File: config.mk
export PLATFORM = sky130hd
export DESIGN_NAME = fp_ridge_rebuild
export DESIGN_NICKNAME = d
export VERILOG_FILES = /design/src/rtl/fp_recon_pkg.sv /design/src/rtl/fp_edge_ring.sv /design/src/rtl/fp_anchor_find.sv /design/src/rtl/fp_ridge_rebuild.sv
export SDC_FILE = /design/constraint.sdc
export NUM_CORES = 1
export LEC_CHECK = 0
export ABC_AREA = 1
export BUFFER_PORTS_ARGS = -buffer_cell sky130_fd_sc_hd__buf_2
export CORE_ASPECT_RATIO = 0.7
export CORE_MARGIN = 5
export CORE_UTILIZATION = 45
export CTS_CLUSTER_SIZE = 16
export DETAILED_ROUTE_END_ITERATION = 7
export HOLD_SLACK_MARGIN = 0.08
export MAX_ROUTING_LAYER = met4
export PLACE_DENSITY = 0.7
export RECOVER_POWER = 25
export SYNTH_ARGS = -nofsm -noshare
export SYNTH_HDL_FRONTEND = slang
export SYNTH_HIERARCHICAL = 1
export SYNTH_SLANG_ARGS = --single-unit
File: constraint.sdc
create_clock -name clk -period 3.25 [get_ports clk]
set_clock_uncertainty 0.2 [all_clocks]
set_input_delay 0.325 -clock clk [delete_from_list [all_inputs] [get_ports clk]]
set_output_delay 0.325 -clock clk [all_outputs]
set_load 0.01 [all_outputs]
File: src/rtl/fp_recon_pkg.sv
package fp_recon_pkg;

    typedef enum logic [1:0] {
        PAIR_SAME = 2'b00,
        PAIR_VR   = 2'b01,
        PAIR_RV   = 2'b10,
        PAIR_BAD  = 2'b11
    } pair_code_t;

    typedef enum logic [1:0] {
        ST_IDLE,
        ST_SEEK,
        ST_WALK
    } rb_state_t;

    typedef struct packed {
        logic ambiguous;
        logic error;
    } col_flags_t;

    // value of the second cell of a pair given the first and the code
    function automatic logic next_cell(pair_code_t c, logic pred);
        return (c == PAIR_SAME) ? pred : (c == PAIR_VR);
    endfunction

    // true when the first cell disagrees with what the code claims
    function automatic logic pred_bad(pair_code_t c, logic pred);
        return (c == PAIR_BAD) || (c == PAIR_VR && pred) || (c == PAIR_RV && !pred);
    endfunction

    // code that a pair of known cells would produce
    function automatic pair_code_t code_of(logic a, logic b);
        if (a == b) return PAIR_SAME;
        return a ? PAIR_RV : PAIR_VR;
    endfunction

endpackage

File: src/rtl/fp_edge_ring.sv
module fp_edge_ring #(
    parameter int ROWS = 16
) (
    input  logic [ROWS-1:0]      p1_codes,
    input  logic [ROWS-1:0]      p2_codes,
    output logic [ROWS-1:0][1:0] edges
);
    for (genvar e = 0; e < ROWS; e++) begin : g_edge
        if (e % 2 == 0) begin : g_even
            assign edges[e] = p1_codes[2*(e/2) +: 2];
        end else begin : g_odd
            assign edges[e] = p2_codes[2*((e-1)/2) +: 2];
        end
    end
endmodule

File: src/rtl/fp_anchor_find.sv
module fp_anchor_find #(
    parameter int ROWS = 16,
    localparam int IDXW = $clog2(ROWS)
) (
    input  logic [ROWS-1:0][1:0] edges,
    output logic                 found,
    output logic [IDXW-1:0]      idx,
    output logic                 illegal
);
    always_comb begin
        found   = 1'b0;
        idx     = '0;
        illegal = 1'b0;
        for (int e = ROWS - 1; e >= 0; e--) begin
            if (edges[e] != 2'b00) begin
                found = 1'b1;
                idx   = IDXW'(e);
            end
            if (edges[e] == 2'b11) illegal = 1'b1;
        end
    end
endmodule

File: src/rtl/fp_ridge_rebuild.sv
module fp_ridge_rebuild
    import fp_recon_pkg::*;
#(
    parameter int ROWS = 16
) (
    input  logic            clk,
    input  logic            rst,
    input  logic            start,
    input  logic [ROWS-1:0] p1_codes,
    input  logic [ROWS-1:0] p2_codes,
    output logic            done,
    output logic [ROWS-1:0] image,
    output logic            ambiguous,
    output logic            error_flag
);
    localparam int IDXW = $clog2(ROWS);
    localparam logic [IDXW-1:0] LAST = IDXW'(ROWS - 1);

    rb_state_t             state_q;
    logic [ROWS-1:0][1:0]  edges_in, edges_q;
    logic [ROWS-1:0]       img_q, anchor_img;
    logic [IDXW-1:0]       cur_q, cur_nxt, anc_idx, anc_nxt, steps_q;
    col_flags_t            flags_q;
    logic                  done_q, anc_found, anc_illegal;
    pair_code_t            anc_code, walk_code;
    logic                  walk_pred, walk_val;

    fp_edge_ring #(.ROWS(ROWS)) u_ring (
        .p1_codes (p1_codes),
        .p2_codes (p2_codes),
        .edges    (edges_in)
    );

    fp_anchor_find #(.ROWS(ROWS)) u_anchor (
        .edges   (edges_q),
        .found   (anc_found),
        .idx     (anc_idx),
        .illegal (anc_illegal)
    );

    always_comb begin
        anc_nxt    = (anc_idx == LAST) ? '0 : anc_idx + 1'b1;
        cur_nxt    = (cur_q == LAST) ? '0 : cur_q + 1'b1;
        anc_code   = pair_code_t'(edges_q[anc_idx]);
        anchor_img = '0;
        anchor_img[anc_idx] = (anc_code == PAIR_RV);
        anchor_img[anc_nxt] = (anc_code != PAIR_RV);
        walk_code  = pair_code_t'(edges_q[cur_q]);
        walk_pred  = img_q[cur_q];
        walk_val   = next_cell(walk_code, walk_pred);
    end

    always_ff @(posedge clk) begin
        if (rst) begin
            state_q <= ST_IDLE;
            edges_q <= '0;
            img_q   <= '0;
            cur_q   <= '0;
            steps_q <= '0;
            flags_q <= '0;
            done_q  <= 1'b0;
        end else begin
            done_q <= 1'b0;
            case (state_q)
                ST_IDLE: begin
                    if (start) begin
                        edges_q <= edges_in;
                        state_q <= ST_SEEK;
                    end
                end
                ST_SEEK: begin
                    if (!anc_found) begin
                        img_q   <= '0;
                        flags_q <= '{ambiguous: 1'b1, error: 1'b0};
                        done_q  <= 1'b1;
                        state_q <= ST_IDLE;
                    end else begin
                        img_q   <= anchor_img;
                        cur_q   <= anc_nxt;
                        steps_q <= LAST;
                        flags_q <= '{ambiguous: 1'b0, error: anc_illegal};
                        state_q <= ST_WALK;
                    end
                end
                ST_WALK: begin
                    if (steps_q != IDXW'(1)) begin
                        img_q[cur_nxt] <= walk_val;
                    end else begin
                        if (img_q[cur_nxt] != walk_val) flags_q.error <= 1'b1;
                        done_q  <= 1'b1;
                        state_q <= ST_IDLE;
                    end
                    if (pred_bad(walk_code, walk_pred)) flags_q.error <= 1'b1;
                    cur_q   <= cur_nxt;
                    steps_q <= steps_q - 1'b1;
                end
                default: state_q <= ST_IDLE;
            endcase
        end
    end

    assign done       = done_q;
    assign image      = img_q;
    assign ambiguous  = flags_q.ambiguous;
    assign error_flag = flags_q.error;

endmodule

* After elaboration in Yosys (flattened, before gate mapping)
Index checks and enable logic that the tools add are counted.
Operators by class: $add $sub $neg 3, $lt $le $gt $ge 7, equal/unequal tests 33, mux-type cells 86, bitwise logic cells 1, reduce and logical (&&, ||, !) cells 32
Operators by type and width (count):
- 4-bit two-way mux | 20
- 1-bit two-way mux | 43
- 2-bit == test (second input constant) | 20
- 2-bit nonzero test | 17
- 16-bit bitwise mux | 2
- 16-bit two-way mux | 2
- 16-bit case mux with 2 select lines | 1
- 4-bit by 5-bit < comparator with 1-bit output (second input constant) | 4
- 16-bit AND | 1
- 2-bit binary-select mux with 4-bit select | 2
- 4-bit case mux with 2 select lines | 2
- 1-bit demux with 4-bit select | 3
- 4-bit by 1-bit >= comparator with 1-bit output (second input constant) | 3
- 2-bit two-way mux | 6
- 2-bit inequality test (second input constant) | 5
- 4-bit by 1-bit adder with 4-bit output (second input constant) | 2
- 1-bit binary-select mux with 4-bit select | 2
- 4-bit == test (second input constant) | 2
- 2-bit AND reduction | 4
- 3-bit inequality test (second input constant) | 2
- 2-bit case mux with 3 select lines | 1
- 1-bit logical AND | 5
- 2-bit by 1-bit == test with 1-bit output (second input constant) | 2
- 2-bit logical NOT | 2
- other kinds (7) | 9
Storage, ports and cells: register bits after elaboration 61, output and inout bits 19, word-level logic and storage cells 185

* Depth between registers and ports, before layout
Gate-level depths: netlist of the first run.
depth in word-level cells 26, gate-level depth with buffers 31, gate-level depth less buffers 29

* Cells and area by module
Netlist of the first run, hierarchy kept.
Modules (own cells, without submodules):
- fp_ridge_rebuild | times used 1, cells each 758, area each 4503.1 um^2, seq. area each 1221.2 um^2
- fp_anchor_find | times used 1, cells each 71, area each 325.3 um^2, seq. area each 0.0 um^2
- fp_edge_ring | times used 1, cells each 32, area each 240.2 um^2, seq. area each 0.0 um^2

* Worst setup path before layout of the first run
No wires, ideal clock.
path kind register to register, from register edges_q[30] in the netlist's numbering, to register img_q[13] (netlist: image[13]), setup time 109 ps, data arrival time 2682 ps, setup slack 259 ps, cell stages (with the launch flop) 21, path buffers 0, path through dfxtp_1 inv_2 nand2_2 nor3_1 nor3_1 a21oi_1 nor2_1 o21bai_1 a31oi_1 ha_1 nor2_1 nor2_1 inv_1 nor2_2 nand2_1 nand3_1 o21ai_1 nand2_1 nand3b_1 nand2_1 inv_1
Between the ends: word-level cells in the longest chain between the ends 26, elaborated cells on any way between the ends 61, classes of those cells add/sub (1); order compare (4); eq/ne (4); mux (47); bitwise (1); reduce/logical (4)
RTL lines:
- start: declaration | line fp_ridge_rebuild.sv:20 | logic [ROWS-1:0][1:0] edges_in, edges_q;
- start signal: assignment | line fp_ridge_rebuild.sv:67 | edges_q <= edges_in;
- 2-bit nonzero test (*) | line fp_anchor_find.sv:15 | if (edges[e] != 2'b00) begin
- 4-bit two-way mux (*) (16 in a row) | line fp_anchor_find.sv:15
- named net anc_idx[1] | line fp_ridge_rebuild.sv:22 | logic [IDXW-1:0] cur_q, cur_nxt, anc_idx, anc_nxt, steps_q;
- 4-bit by 1-bit adder with 4-bit output / 4-bit == test (equally long branches) | line fp_ridge_rebuild.sv:42 | anc_nxt = (anc_idx == LAST) ? '0 : anc_idx + 1'b1;
- 4-bit two-way mux | line fp_ridge_rebuild.sv:42
- 4-bit by 5-bit < comparator with 1-bit output (not written as such) / 4-bit by 1-bit >= comparator with 1-bit output (equally long branches) | line fp_ridge_rebuild.sv:47 | anchor_img[anc_nxt] = (anc_code != PAIR_RV);
- 1-bit logical AND (not written as such) | line fp_ridge_rebuild.sv:47
- 1-bit two-way mux (not written as such) | line fp_ridge_rebuild.sv:47
- 1-bit demux with 4-bit select | line fp_ridge_rebuild.sv:47
- 16-bit bitwise mux (*) | line fp_ridge_rebuild.sv:47
- 16-bit two-way mux (*) | line fp_ridge_rebuild.sv:72 | if (!anc_found) begin
- 16-bit case mux with 2 select lines (*) | line fp_ridge_rebuild.sv:64 | case (state_q)
- end signal: assignment | line fp_ridge_rebuild.sv:78 | img_q <= anchor_img;
- end signal: indexed assignment | line fp_ridge_rebuild.sv:87 | img_q[cur_nxt] <= walk_val;
- end: declaration | line fp_ridge_rebuild.sv:21 | logic [ROWS-1:0] img_q, anchor_img;
Mark *: on every way through the listed nets, which the timed path passes. The rest lies on a longest branch. The select of a mux whose other input is x is not followed. A chain may end at the register's enable or synchronous reset.

* Worst setup path after layout of the first run
from register edges_q[29] in the netlist's numbering, to register img_q[14] (netlist: image[14])
Between the ends: word-level cells in the longest chain between the ends 25, elaborated cells on any way between the ends 59, classes of those cells add/sub (1); order compare (4); eq/ne (4); mux (45); bitwise (1); reduce/logical (4)
RTL lines (line):
- 2-bit nonzero test (*) | fp_anchor_find.sv:15
- 4-bit two-way mux (*) (15 in a row) | fp_anchor_find.sv:15
- named net anc_idx[1] | fp_ridge_rebuild.sv:22
- 4-bit by 1-bit adder with 4-bit output / 4-bit == test (equally long branches) | fp_ridge_rebuild.sv:42
- 4-bit two-way mux | fp_ridge_rebuild.sv:42
- 4-bit by 5-bit < comparator with 1-bit output (not written as such) / 4-bit by 1-bit >= comparator with 1-bit output (equally long branches) | fp_ridge_rebuild.sv:47
- 1-bit logical AND (not written as such) | fp_ridge_rebuild.sv:47
- 1-bit two-way mux (not written as such) | fp_ridge_rebuild.sv:47
- 1-bit demux with 4-bit select | fp_ridge_rebuild.sv:47
- 16-bit bitwise mux (*) | fp_ridge_rebuild.sv:47
- 16-bit two-way mux (*) | fp_ridge_rebuild.sv:72
- 16-bit case mux with 2 select lines (*) | fp_ridge_rebuild.sv:64
Marked as above.

==> summary.md, run 1 <==
| Metric | Value |
|---|---|
| Outcome | finished with violations |
| Failing checks | negative setup slack |
| Critical Path AT | 3.35 ns |
| Global-route wire length before repair | 25900 um |
| CP Class | flip-flop to flip-flop |
| Multi-input gate area | 0.00311 sq mm |
| Largest net degree at the start of global routing | 45 |
| Final Non-Filler Cells | 1070 |
| Max Slew Vio Count | 0 |
| Synth Area in Compound Gates | 19.2% |
| Final hold vios | 0 |
| # rows | 32 |
| Cell taking the most area after synthesis | dfxtp_1 |
| Max Cap Viol | 0 |
| Average wire per standard cell | 15.5 um |
| Worst-Margin Slew | 1.00 ns |
| GP Congestion | 1.03 |
| Number of synthesized flops with an enable pin | 0 |
| Ys Warns | 6 |
| Avg Vias per Cell | 5.39 |
| Post-synth top cells | 227 x nand2_1, 108 x nor2_1, 96 x inv_1, 67 x o21ai_0, 61 x dfxtp_1 |
| Remaining Overflow, GRT | 0 |
| Die ar. | 0.0135 sq mm |
| Synth Register Bits | 61 |
| Antenna violations before repair | 0 |
| Chip width | 137 um |
| Clk pin slew, worst setup/hold paths | 0.06 ns |
| Critical path's top delay family | simple AND/OR/NAND/NOR gates |
| Total number of vias | 5766 |
| Synth top area share | 24.1% |
| Diode count | 0 |
| Vias in the first global route | 5011 |
| CP Launch Type | flip-flop |
| Core area | 0.0110 sq mm |
| Filler cells | 1089 |
| # DRC | 0 |
| Clock period minus worst slack | 3.31 ns |
| Syn_area_per_cell | 5.89 sq um |
| Root buf cell | clkbuf_16 |
| Slowest cell on crit path | dfxtp_4 |
| Count leader, synth | nand2_1 |
| Period utilisation layout | 102% |
| Net Count, Synth | 913 |
| Routed Antenna Nets | 0 |
| Post-Place Cell Area | 0.00533 sq mm |
| Nets | 964 |
| Largest cells by area after synthesis | dfxtp_1 24%, nand2_1 17%, nor2_1 8.0% |
| Worst stage delay on the critical path | 0.36 ns |
| Async SR Flop Fraction | 0% |
| Adder-cell area share of the yosys netlist | 4.20% |
| Max frequency | 302 MHz |
| Clk_lat worst skew | 0.34 ns |
| Cell Area, Synth | 0.00507 sq mm |
| Ratio of cells with drive above 1 in the final layout | 15.5% |
| Area grow syn2layout | 18.5% |
| Synth Area in XOR/XNOR | 0.346% |
| Leak pwr | 0.00278 uW |
| Post-synthesis sequential area ratio | 24.1% |
| Worst min path class | input port to flip-flop |
| First-pass DRT Iterations | 6 |
| CTS Sinks | 61 |
| Crit-path cells | buf_4 > nor3_1 > nor3_1 > a21oi_1 > nor2_1 > o21bai_1 > a31oi_1 > buf_12 > ha_1 > nand2_1 > inv_1 > nor2_2 > inv_1 > nor2_4 > nand2_1 > nand3_1 > o21ai_2 > nand2_1 > nand3b_1 > nand2_1 > inv_1 |
| TritonCTS Buffers | 9 |
| Largest family of logic cells by synthesized area | simple AND/OR/NAND/NOR gates |
| Total negative slack | -0.333 ns |
| VDD IR-drop max | 0.503 mV |
| Buffer and inverter count on the worst path | 5 |
| Netlist cell types | 36 |
| Post-Synthesis Cells | 861 |
| Starting Density | 46.0% |
| Setup WS post-layout | -0.0578 ns |
| Synth Flop Type | dfxtp_1 |
| Endpoint class of the critical path | flip-flop |
| Htree depth | 3 |
| HPWL after DPL | 12000 um |
| CTS tree | built |
| Fin area | 0.00601 sq mm |
| Setup violators final | 13 |
| Die height | 98.8 um |
| Pwr dens | 1120 mW/mm^2 |
| Most frequent cell on the critical path | nand2_1 |
| Worst relative slew slack | 33.1% |
| DR iter-0 viols | 721 |
| Hold Worst Slack | 0.0813 ns |
| Synth Area in Simple Gates | 35.4% |
| Mux cell area share after synthesis | 0.197% |
| CP max FO | 19 |
| Clock Tree Buf Depth | 2 |
| Wirelength, routed | 16600 um |
| Top Ports | 54 |
| RSZ-0062 raised after global routing | true |
| Reg area | 0.00123 sq mm |
| GR Util All Layers | 24.8% |
| # port buffers | 53 |
| Worst endpoint required time | 3.29 ns |
| Dpl cells | 1030 |
-- per-stage QoR --
step	worst slack, ns	utilization [%]	power (uW)
2_1_floorplan	0.259	-	4090
3_3_place_gp	0.160	48.4	5100
3_5_place_dp	0.140	48.4	5100
4_1_cts	0.111	52.8	6140
5_1_grt	-0.300	54.6	7320
6_report	-0.0578	54.6	6750
-- layer usage --
layer  track usage [%]  share of wire (%)  vias up
met3              8.01                 13       25
met2              32.5                 40      318
met4              4.91                1.3        0
li1                  -                  -     2840
met1              36.7                 46     2583
met5                 -                  0        -
-- placed cells by master (no fill, tap or decap), drive strengths merged, types with 6 or more instances in the layout --
cell	n
nor2	116
clkbuf	27
ha	17
nand3	58
dfxtp	61
o21ai	95
a21oi	61
nand2	231
o22ai	8
nand4	6
nand3b	11
inv	107
dlygate4sd3	18
buf	71
-- worst register-to-register path: cells and delay by family (launching register included) --
family / cells / cell delay [ns]
buffers and inverters: 5 / 0.56
adder cells (fa/ha/maj): 1 / 0.24
flip-flops: 1 / 0.36
AND/OR/NAND/NOR: 11 / 1.36
AO/OA/AOI/OAI: 4 / 0.47
-- cell type report --
class	instances	share of cell area, %
inverter	105	6.71
clock buffer	9	3.75
timing repair buffer	107	12.7
sequential	61	20.5
clock inverter	7	1.35
tap	153	3.19
multi-input combinational	628	51.8
-- registers in the layout (all words and copies together) (netlist names) --
signal	count
ambiguous	1
cur_q	4
done	1
edges_q	32
error_flag	1
image	16
state_q	2
steps_q	4
-- where the power goes --
group / switching (uW) / internal, uW
Combinational: 2860 / 1660
Sequential: 251 / 989
Clock: 392 / 604
-- timing repair --
item | in CTS | in global routing
hold endpoints to repair | 18 | 0
gates resized for setup | 0 | 44
buffers inserted | 0 | 3
setup endpoints to repair | 0 | 16
hold buffers | 18 | 0
-- cell families (layout without fill, tap and decap cells) --
logic type                 count (synthesis)  after routing
AOI/OAI and AO/OA                        180            180
adders and majority gates                 17             17
xor gates and xnor gates                   2              2
muxes                                      1              1
buffers and inverters                    172            228
DFF                                       61             61
and+or+nand+nor                          428            428
-- path summary, 6_finish.rpt --
kind / from / end / slack, ns / cells past startpoint
worst max-delay path: edges_q[29] / image[14] / -0.06 / 21
worst min-delay path: p2_codes[11] / edges_q[23] / 0.08 / 3
worst max register to register: edges_q[29] / image[14] / -0.06 / 21
worst min register to register: error_flag / error_flag / 0.31 / 2
Note: power is estimated with default switching activity, not from simulation.
==> run 2: changes to the inputs <==
--- a/config.mk
+++ b/config.mk
@@ -6,15 +6,15 @@
 export NUM_CORES = 1
 export LEC_CHECK = 0
 export ABC_AREA = 1
-export BUFFER_PORTS_ARGS = -buffer_cell sky130_fd_sc_hd__buf_2
 export CORE_ASPECT_RATIO = 0.7
 export CORE_MARGIN = 5
 export CORE_UTILIZATION = 45
 export CTS_CLUSTER_SIZE = 16
 export DETAILED_ROUTE_END_ITERATION = 7
+export DONT_BUFFER_PORTS = 1
 export HOLD_SLACK_MARGIN = 0.08
 export MAX_ROUTING_LAYER = met4
-export PLACE_DENSITY = 0.7
+export PLACE_DENSITY = 0.68
 export RECOVER_POWER = 25
 export SYNTH_ARGS = -nofsm -noshare
 export SYNTH_HDL_FRONTEND = slang
==> constraint.sdc (replaced) <==
create_clock -name clk -period 2.9 [get_ports clk]
set_clock_uncertainty 0.2 [all_clocks]
set_input_delay 0.29 -clock clk [delete_from_list [all_inputs] [get_ports clk]]
set_output_delay 0.29 -clock clk [all_outputs]
set_load 0.01 [all_outputs]
==> summary.md, run 2 (same netlist as run 1, synthesis figures left out) <==
| Metric | Value |
|---|---|
| Outcome | finished with violations |
| Failing checks | negative setup slack |
| Sw power | 4290 uW (+23%) |
| Hold Path Origin | rst |
| Worst-Margin Slew | 1.07 ns (+0.0654 ns) |
| Root buf cell | clkbuf_16 |
| Diode count | 0 (unchanged) |
| Worst endpoint required time | 2.99 ns (-0.30 ns) |
| CP Class | flip-flop to flip-flop |
| CTS tree | built |
| Stages on worst setup path | 30 (+43%) |
| Setup violators final | 17 (+4) |
| Period utilisation layout | 114% (+12 points) |
| Hold Worst Slack | 0.119 ns (+0.0380 ns) |
| Final Non-Filler Cells | 1089 (+1.8%) |
| Max Slew Vio Count | 0 (unchanged) |
| Most frequent cell on the critical path | nand2_1 |
| Average wire per standard cell | 16.3 um (+5.3%) |
| Global-route wire length before repair | 27500 um (+6.1%) |
| Starting Density | 46.0% (unchanged) |
| Pre-CTS WS | -0.147 ns (-0.287 ns) |
| Ratio of cells with drive above 1 in the final layout | 18.3% (+2.8 points) |
| Max frequency | 302 MHz (about the same) |
| WL met3 | 2310 um (+11%) |
| Endpoint class of the critical path | flip-flop |
| Worst min path class | input port to flip-flop |
| Commonest non-fill, non-tap cell in the layout | nand2_1 |
| Switching part of the total | 50.3% (-1.6 points) |
| Buffer and inverter count on the worst path | 5 (unchanged) |
| HPWL after DPL | 12300 um (+2.7%) |
| Total number of vias | 6009 (+4.2%) |
| VDD IR-drop max | 0.593 mV (+18%) |
| # port buffers | 0 (-100%) |
| Critical path's top delay family | simple AND/OR/NAND/NOR gates |
| Die ar. | 0.0135 sq mm (unchanged) |
| Core area | 0.0110 sq mm (unchanged) |
| Htree depth | 3 (unchanged) |
| Filler cells | 1027 (-5.7%) |
| Clk_lat worst skew | 0.35 ns (about the same) |
| First-pass DRT Iterations | 7 (+1) |
| DR iter-0 viols | 908 (+26%) |
| Max Cap Viol | 0 (unchanged) |
| Largest net degree at the start of global routing | 28 (-38%) |
| CTS Sinks | 61 (unchanged) |
| GP Congestion | 0.957 (-7.3%) |
| R2R Path Start | edges_q[29] |
| Hold path endpoint | steps_q[3] |
| Most frequent cells in the layout | 219 x nand2_1, 101 x nor2_1, 93 x inv_1 |
| Top Layer Used | met4 |
| Hold path cells | 3 (unchanged) |
| Worst relative slew slack | 28.7% (-4.4 points) |
| Remaining Overflow, GRT | 0 (unchanged) |
| Cell-internal power | 4240 uW (+31%) |
| Clock power frac | 12.2% (-2.5 points) |
| Antenna violations before repair | 0 (unchanged) |
| Worst stage delay on the critical path | 0.34 ns (-0.02 ns) |
| Critical Path AT | 3.40 ns (+0.05 ns) |
| Avg Vias per Cell | 5.52 (+2.4%) |
| CP max FO | 6 (-13) |
| Nets | 983 (+2.0%) |
| Slowest cell on crit path | dfxtp_2 |
| TritonCTS Buffers | 9 (unchanged) |
| CP Launch Type | flip-flop |
| Leak pwr | 0.00298 uW (+7.0%) |
| Clock Tree Buf Depth | 2 (unchanged) |
| Top Ports | 54 (unchanged) |
| Final hold vios | 0 (unchanged) |
| Reg-to-reg slack, setup | -0.41 ns (-0.35 ns) |
| Die height | 98.8 um (unchanged) |
| Combinational power share | 71.6% (+4.7 points) |
| GR Util All Layers | 26.5% (+1.7 points) |
| Met1 wire length | 7730 um (+1.1%) |
| Pwr dens | 1310 mW/mm^2 (+17%) |
| Vias in the first global route | 5338 (+6.5%) |
| RSZ-0062 raised after global routing | true |
| # rows | 32 (unchanged) |
| Max FFs per register | 32 (unchanged) |
| Routed Antenna Nets | 0 (unchanged) |
| Chip width | 137 um (unchanged) |
| Sequential fraction of design power | 16.1% (-2.3 points) |
| Wirelength, routed | 17800 um (+7.2%) |
| Clock period minus worst slack | 3.31 ns (+0.00187 ns) |
| Worst R2R End | image[0] |
| Setup WS post-layout | -0.410 ns (-0.352 ns) |
| Most flops, register | edges_q |
| Area grow syn2layout | 28.2% |
| Met2 wire length | 7310 um (+9.8%) |
| Clk pin slew, worst setup/hold paths | 0.06 ns (about the same) |
| # DRC | 0 (unchanged) |
| Dpl cells | 1011 (-1.8%) |
| R2R depth | 30 (+43%) |
run 2: cell count changes in the layout (fill, tap and decap cells not counted), moves of 16 or more:
cell / previous run / this run
dlygate4sd3_1: 18 / 45
buf_2: 37 / 0
buf_4: 30 / 68
clkbuf_1: 16 / 0
run 2: how the worst max path moves through the flow:
stage           startpoint         to
3_5_place_dp   edges_q[30]  image[15]
5_1_grt        edges_q[29]   image[3]
6_report       edges_q[29]   image[0]
3_3_place_gp   edges_q[30]  image[15]
4_1_cts        edges_q[31]   image[1]
2_1_floorplan  edges_q[30]  image[13]
run 2: layout make-up:
| class | count | area (sq um) | area share [%] |
|---|---|---|---|
| clock inverter | 7 | 57.6 | 0.885 |
| multi-input combinational | 628 | 3230 | 49.7 |
| clock buffer | 9 | 225 | 3.46 |
| tap | 153 | 191 | 2.95 |
| inverter | 105 | 399 | 6.14 |
| sequential | 61 | 1230 | 18.9 |
| timing repair buffer | 126 | 1170 | 18.0 |
run 2: per-stage QoR:
step                      area (sq um)  power (uW)  util [%]  TNS (ns)
final                             6500        8540      59.0     -5.54
after global routing              6500        9130      59.0    -10.16
after CTS                         6180        7410      56.1     -1.51
after detailed placement          5330        5990      48.4     -1.42
after global placement            5330        5960      48.4     -1.07
after floorplan                   5080        4600         -         0
run 2: timing repair:
item                                    4_1_cts  5_1_grt
endpoints found under the setup margin       16       20
buffers inserted                              4        9
hold buffers                                 45        0
cloned                                        1        3
resized for setup                            23       49
pin swaps                                     5       27
hold endpoints to repair                     49        0
run 2: layer usage:
layer	track usage (%)	vias to the layer above
met4	6.37	0
met1	37.0	2688
li1	-	2881
met2	36.8	385
met3	8.57	55
met5	-	-
run 2: tightest hold or removal path, delay by kind of cell:
kind / cells / cell delay, ns
AND/OR/NAND/NOR: 1 / 0.13
buffers and inverters: 2 / 0.20
run 2: power by group through the flow:
stage | registers (uW) | logic [uW] | clock network [uW]
floorplan | 1340 | 3260 | 0
global placement | 1380 | 4580 | 0
detailed placement | 1380 | 4610 | 0
CTS | 1370 | 5000 | 1050
global route | 1410 | 6650 | 1070
finish | 1380 | 6110 | 1040
